`src/rtl/thermal_trip_pkg.sv`:
```
package thermal_trip_pkg;
  localparam int N_TRIP  = 3;
  localparam int IDX_CAT = 0;
  localparam int IDX_HOT = 1;
  localparam int IDX_AUX = 2;
endpackage

```
`src/rtl/thermal_trip_thr.sv`:
```
module thermal_trip_thr
  import thermal_trip_pkg::*;
#(
  parameter int TEMP_W = 8
) (
  input  logic                           thermo_mode_i,
  input  logic [TEMP_W-1:0]              cat_thr_i,
  input  logic [TEMP_W-1:0]              hot_thr_i,
  input  logic [TEMP_W-1:0]              aux_thr_i,
  input  logic [TEMP_W-1:0]              hot_ofs_i,
  output logic [N_TRIP-1:0][TEMP_W-1:0]  thr_o
);
  logic [TEMP_W-1:0] hot_derived;

  // saturate at zero when offset exceeds the catastrophic limit
  always_comb begin
    if (cat_thr_i >= hot_ofs_i) hot_derived = cat_thr_i - hot_ofs_i;
    else                        hot_derived = '0;
  end

  always_comb begin
    thr_o[IDX_CAT] = cat_thr_i;
    thr_o[IDX_HOT] = thermo_mode_i ? hot_thr_i : hot_derived;
    thr_o[IDX_AUX] = aux_thr_i;
  end
endmodule

```
`src/rtl/thermal_trip_unit.sv`:
```
module thermal_trip_unit #(
  parameter int TEMP_W = 8,
  parameter int HYST_W = 4
) (
  input  logic              clk_i,
  input  logic              rst_ni,
  input  logic              clr_i,
  input  logic              upd_i,
  input  logic [TEMP_W-1:0] sample_i,
  input  logic [TEMP_W-1:0] thr_i,
  input  logic [HYST_W-1:0] hyst_i,
  output logic              trip_o
);
  localparam int EXT_W = TEMP_W + 1;

  logic [EXT_W-1:0] sample_hyst;
  logic             set_hit;
  logic             rel_hit;

  assign sample_hyst = {1'b0, sample_i} + EXT_W'(hyst_i);
  assign set_hit     = sample_i >= thr_i;
  assign rel_hit     = sample_hyst < {1'b0, thr_i};

  always_ff @(posedge clk_i or negedge rst_ni) begin
    if (!rst_ni)      trip_o <= 1'b0;
    else if (clr_i)   trip_o <= 1'b0;
    else if (upd_i) begin
      if (!trip_o)    trip_o <= set_hit;
      else            trip_o <= !rel_hit;
    end
  end
endmodule

```
`src/rtl/thermal_trip_cmp.sv`:
```
module thermal_trip_cmp
  import thermal_trip_pkg::*;
#(
  parameter int TEMP_W = 8,
  parameter int HYST_W = 4
) (
  input  logic              clk_i,
  input  logic              rst_ni,
  input  logic              en_i,
  input  logic              thermo_mode_i,
  input  logic              sel_hot_i,
  input  logic [TEMP_W-1:0] sample_i,
  input  logic              sample_vld_i,
  input  logic [TEMP_W-1:0] cat_thr_i,
  input  logic [TEMP_W-1:0] hot_thr_i,
  input  logic [TEMP_W-1:0] aux_thr_i,
  input  logic [TEMP_W-1:0] hot_ofs_i,
  input  logic [HYST_W-1:0] hyst_i,
  output logic [2:0]        trip_o,
  output logic              sel_trip_o
);
  logic [N_TRIP-1:0][TEMP_W-1:0] thr;

  thermal_trip_thr #(.TEMP_W(TEMP_W)) u_thr (
    .thermo_mode_i (thermo_mode_i),
    .cat_thr_i     (cat_thr_i),
    .hot_thr_i     (hot_thr_i),
    .aux_thr_i     (aux_thr_i),
    .hot_ofs_i     (hot_ofs_i),
    .thr_o         (thr)
  );

  for (genvar g = 0; g < N_TRIP; g++) begin : g_unit
    logic clr;
    // aux limit is meaningless in derived mode
    if (g == IDX_AUX) begin : g_aux
      assign clr = !en_i || !thermo_mode_i;
    end else begin : g_main
      assign clr = !en_i;
    end

    thermal_trip_unit #(.TEMP_W(TEMP_W), .HYST_W(HYST_W)) u_unit (
      .clk_i    (clk_i),
      .rst_ni   (rst_ni),
      .clr_i    (clr),
      .upd_i    (sample_vld_i),
      .sample_i (sample_i),
      .thr_i    (thr[g]),
      .hyst_i   (hyst_i),
      .trip_o   (trip_o[g])
    );
  end

  assign sel_trip_o = sel_hot_i ? trip_o[IDX_HOT] : trip_o[IDX_CAT];
endmodule

```
`config.mk`:
```
export PLATFORM = sky130hd
export DESIGN_NAME = thermal_trip_cmp
export DESIGN_NICKNAME = d
export VERILOG_FILES = /design/src/rtl/thermal_trip_pkg.sv /design/src/rtl/thermal_trip_thr.sv /design/src/rtl/thermal_trip_unit.sv /design/src/rtl/thermal_trip_cmp.sv
export SDC_FILE = /design/constraint.sdc
export NUM_CORES = 1
export LEC_CHECK = 0
export ABC_AREA = 1
export BUFFER_PORTS_ARGS = -buffer_cell sky130_fd_sc_hd__buf_2
export CAP_MARGIN = 20
export CORE_MARGIN = 2
export CORE_UTILIZATION = 40
export CTS_CLUSTER_DIAMETER = 120
export DETAILED_ROUTE_END_ITERATION = 10
export PLACE_DENSITY = 0.69
export SETUP_SLACK_MARGIN = 0.1
export SKIP_CTS_REPAIR_TIMING = 1
export SLEW_MARGIN = 20
export SYNTH_ARGS = -nofsm -noshare
export SYNTH_HDL_FRONTEND = slang
export SYNTH_SLANG_ARGS = --single-unit
export TNS_END_PERCENT = 100
```
`constraint.sdc`:
```
create_clock -name clk_i -period 1.6 [get_ports clk_i]
set_input_delay 0.32 -clock clk_i [delete_from_list [all_inputs] [get_ports clk_i]]
set_output_delay 0.32 -clock clk_i [all_outputs]
set_load 0.01 [all_outputs]
```
# After elaboration in Yosys (flattened, before gate mapping)
# Index checks and enable logic that the tools add are counted.
dict set report word_totals {
  ff_bits 3
  input_bits 50
  out_inout_bits 4
  wordCells 32
}
dict set report op_classes {
  addsub 2
  order_cmp 7
  eq_ne 1
  n_mux 12
  reduce_logical 7
}
# cell n
set op_table {}
lappend op_table {{8-bit greater-or-equal comparator} 4}
lappend op_table {{9-bit by 8-bit less-than comparator with 1-bit output} 3}
lappend op_table {{8-bit two-way mux} 2}
lappend op_table {{1-bit two-way mux} 10}
lappend op_table {{8-bit by 4-bit adder with 9-bit output} 1}
lappend op_table {{8-bit subtractor} 1}
lappend op_table {{1-bit zero test} 5}
lappend op_table {{2-bit by 1-bit inequality test with 1-bit output, second input constant} 1}
lappend op_table {{2-bit nonzero test} 1}
lappend op_table {{1-bit logical OR} 1}

# Logic depth before layout (Yosys ltp)
dict set report logic_depth {
  word_depth 8
  depth_mapped 20
  depth_no_buf 20
}

# Cells and area by module
# From an unflattened synthesis, not the netlist that was laid out.
dict set report unflattened {
  hier_cells 422
  area_unflattened_um2 2690.1
}
# mod instances cells_per_inst area_each_um2 seq_area_each_um2
set modules_own_cells {}
lappend modules_own_cells {thermal_trip_unit 3 98 643.1 25.0}
lappend modules_own_cells {thermal_trip_thr 1 122 738.2 0.0}
lappend modules_own_cells {thermal_trip_cmp 1 6 22.5 0.0}

# Least setup slack after synthesis
# No wires, ideal clock.
dict set report synth_timing {
  path_kind {in2reg}
  start {input port cat_thr_i[0]}
  end {register g_unit[1].u_unit.trip_o}
  setup_ps 73
  t_arrival_ps 2478
  t_required_ps 1527
  setup_slack_ps -951
  path_stages 20
  n_path_buf 0
  cell_sequence {inv_1 ha_1 fa_1 inv_1 nand2_1 nand2_1 nand3_2 a31oi_4 nand2_1 nor2_1 a21oi_1 ha_1 nand2_1 nor2_1 nand4_1 nand3_1 nand2_1 nand2_1 nand2_1 a21oi_2}
}
dict set report synth_via {
  elab_chain_len 8
  word_cells_on_any_way 10
  classes_between {1 x add/sub; 3 x order compare; 5 x mux; 1 x reduce/logical}
}
# element line
set synth_rtl {}
lappend synth_rtl {{start: declaration} thermal_trip_cmp.sv:14} ;# input logic [TEMP_W-1:0] cat_thr_i,
lappend synth_rtl {{8-bit subtractor or 8-bit greater-or-equal comparator (tied branches)} thermal_trip_thr.sv:17} ;# if (cat_thr_i >= hot_ofs_i) hot_derived = cat_thr_i - hot_ofs_i;
lappend synth_rtl {{8-bit two-way mux *} thermal_trip_thr.sv:17}
lappend synth_rtl {{8-bit two-way mux *} thermal_trip_thr.sv:23} ;# thr_o[IDX_HOT] = thermo_mode_i ? hot_thr_i : hot_derived;
lappend synth_rtl {{9-bit by 8-bit less-than comparator with 1-bit output} thermal_trip_unit.sv:22} ;# assign rel_hit = sample_hyst < {1'b0, thr_i};
lappend synth_rtl {{1-bit zero test} thermal_trip_unit.sv:29} ;# else trip_o <= !rel_hit;
lappend synth_rtl {{1-bit two-way mux *} thermal_trip_unit.sv:28} ;# if (!trip_o) trip_o <= set_hit;
lappend synth_rtl {{1-bit two-way mux *} thermal_trip_unit.sv:27} ;# else if (upd_i) begin
lappend synth_rtl {{1-bit two-way mux *} thermal_trip_unit.sv:26} ;# else if (clr_i) trip_o <= 1'b0;
lappend synth_rtl {{end signal: assignment} thermal_trip_unit.sv:28}
lappend synth_rtl {{end signal: assignment} thermal_trip_unit.sv:29}
lappend synth_rtl {{end: declaration} thermal_trip_unit.sv:12} ;# output logic trip_o
# Mark *: on every way between the ends. The rest lies on a longest branch, timed or not. The select of a mux whose other input is x is not followed.
# A chain may end at the register's enable or synchronous reset.

# Worst setup path in the final report
dict set report layout_timing {
  start {input port cat_thr_i[3]}
  end {register g_unit[1].u_unit.trip_o}
}
# Same word-level chain as after synthesis.

==> impl_metrics.json <==
{
  "met2_length_mm": 2.561,
  "synth-xor-area-share_pct": 3.119,
  "status": "finished with violations",
  "clk_pin_slew_worst_paths_ns": 0.03,
  "power_leakage_nw": 1.623,
  "violations": "setup timing",
  "synth_area_mm2": 0.001966,
  "grt_pass1_vias": 2167,
  "synth-simple-area-share_pct": 28.07,
  "dr.pass1.iters": 4,
  "num_vias": 2281,
  "fmax_ghz": 0.4014,
  "synth.avg_cell_area_um2": 6.618,
  "die_h_um": 74.10,
  "synthAdderAreaFrac_pct": 38.32,
  "vdd_drop_max_uv": 239.8,
  "wl_met1_mm": 2.476,
  "core_area_mm2": 0.004723,
  "drive_gt1_share_pct": 37.69,
  "initial_core_util_pct": 41.62,
  "syn_to_final_growth_pct": 48.82,
  "slew_headroom_pct": 76.48,
  "synth_top_flop_cell": "dfrtp_1",
  "finish.net_count": 508,
  "met3_length_um": 227,
  "rows": 25,
  "top_regs": "g_unit.u_unit.trip_o: 3 flops",
  "syn_nets": 406,
  "regArea_um2": 75.07,
  "hp-class": "in2reg",
  "path_class": "in2reg",
  "wl_per_cell_um": 11.64,
  "synthMuxAreaShare_pct": 0,
  "dp_hpwl_mm": 4.580,
  "synth_compound_area_share_pct": 14.64,
  "ys_warn_count": 0,
  "grt_max_degree": 8,
  "drc": 0,
  "slew_violations": 0,
  "vias_per_cell": 4.905,
  "hold_ws_ns": 0.3645,
  "top_layer_used": "met4",
  "grt_usage_pct": 20.18,
  "numClockSinks": 3,
  "critical_path.endpoint_type": "flip-flop",
  "setup_tns_ns": -1.956,
  "synth_edf_count": 0,
  "htreeDepth": 1,
  "ys_seq_elements": 3,
  "root_buffer": "clkbuf_8",
  "io_pins": 54,
  "async_reset_ff_share_pct": 100.0,
  "powerDensity_mw_per_mm2": 470.4,
  "n_antenna_cell": 0,
  "synth_cell_types": 33,
  "cts_max_path_buffers": 2,
  "wirelength_mm": 5.411,
  "multi_input_area_mm2": 0.001843,
  "layout_common_cells": "62 x nand2_1, 51 x inv_1, 49 x ha_1, 49 x buf_2, 46 x buf_4",
  "io_buffers": 53,
  "mostFrequentLayoutCell": "nand2_1",
  "timing.final.crit_share_pct": 155.7,
  "grt_pass1_wl_mm": 8.859,
  "ant_nets": 0,
  "hold_viol_final": 0,
  "fp.dieArea_mm2": 0.005491,
  "fillCellCount": 424,
  "layout.cells.non_filler": 465,
  "setup_viol": 3,
  "cts_made_buffers": 3,
  "power_mw": 1.376,
  "clk_latency_ns": 0.22,
  "tightest_slew_ns": 0.3473,
  "rsz0062_at_grt": "yes",
  "start_kind": "input pin",
  "largest_register": "g_unit.u_unit.trip_o",
  "skew_ns": 0,
  "synth_top_family_by_area": "adder cells",
  "die_w_um": 74.10,
  "finalWorstPathRequiredPeriod_ns": 2.491,
  "cp_max_fo": 3,
  "dp_slack_ns": -1.176,
  "routabilityCongestion": 0.9141,
  "synth_cells": 297,
  "drt_iter0_drc": 85,
  "dpl.cell_count": 456,
  "drv_cap": 0,
  "largest_reg_flops": 3,
  "fin_ws_ns": -0.8911,
  "grt-ovfl-total": 0,
  "cts_tree": "yes",
  "worstPathRequired_ns": 1.71,
  "synth_seq_area_share_pct": 3.819,
  "antenna_found_initial": 0,
  "crit_arrival_ns": 2.60
}
[metal layers]
metal	up-vias	track usage, %
met4	0	6.667
met3	14	1.762
met5	-	0
li1	1183	-
met1	1018	25.20
met2	66	36.31
[cell families after synthesis]
group                    count (synthesis)
AO/OA/AOI/OAI                           44
XOR/XNOR                                 7
adder cells (fa/ha/maj)                 59
buffers and inverters                   60
flip-flops                               3
AND/OR/NAND/NOR                        124
[final timing paths]
| check | endpoint | start | slack (ns) | depth (start not counted) |
|---|---|---|---|---|
| worst max-delay path | g_unit[1].u_unit.trip_o | cat_thr_i[3] | -0.89 | 17 |
| max in group asynchronous | g_unit[0].u_unit.trip_o | rst_ni | 1.06 | 2 |
| worst min register to register | g_unit[2].u_unit.trip_o | g_unit[2].u_unit.trip_o | 0.62 | 4 |
| worst max register to register | g_unit[1].u_unit.trip_o | g_unit[1].u_unit.trip_o | 0.60 | 5 |
| min in group asynchronous | g_unit[2].u_unit.trip_o | rst_ni | 0.43 | 2 |
| worst min-delay path | g_unit[0].u_unit.trip_o | en_i | 0.36 | 3 |
[power breakdown]
part,internal [mW],total [mW],switching (mW),leakage (nW)
Combinational,0.511,1.06,0.551,1.56
Clock,0.170,0.226,0.0556,0.0228
Sequential,0.0831,0.0872,0.00407,0.0401
[layout make-up]
cell class	count	share of cell area, %
timing repair buffer	101	22.58
multi-input combinational	234	63.00
clock buffer	4	1.540
inverter	56	7.442
sequential	3	2.566
tap	67	2.866
[worst max-delay path, stage by stage]
cell     delay (ns)
buf_2          0.11
ha_1           0.32
or2_1          0.29
nand3_4        0.11
buf_4          0.11
buf_4          0.09
nand3_2        0.08
a22oi_1        0.24
ha_1           0.31
a21oi_1        0.20
o21ai_1        0.08
nand2_1        0.06
nand3_1        0.07
nand2_1        0.06
nand2_1        0.04
nand2_1        0.06
a21oi_2        0.03
[synth_stat cells, drive strengths merged (2+ instances only)]
| cell type | count | area (µm²) |
|---|---|---|
| a21oi | 25 | 140.1 |
| a22oi | 2 | 15.01 |
| a32oi | 3 | 26.28 |
| buf | 3 | 22.52 |
| dfrtp | 3 | 75.07 |
| fa | 2 | 40.04 |
| ha | 57 | 713.2 |
| inv | 56 | 210.2 |
| nand2 | 75 | 296.5 |
| nand3 | 14 | 80.08 |
| nand4 | 6 | 37.54 |
| nor2 | 18 | 75.07 |
| nor3 | 6 | 30.03 |
| o21a | 3 | 22.52 |
| o21ai | 6 | 30.02 |
| or2 | 4 | 25.03 |
| xnor2 | 4 | 35.03 |
| xor2 | 3 | 26.28 |
[stage by stage]
step	cell area, µm²	util, %
final	2925	61.93
after global routing	2925	61.93
after CTS	2715	57.48
after detailed placement	2670	56.53
after global placement	2670	56.53
after floorplan	2024	-
Note: power is estimated with default switching activity, not from simulation.
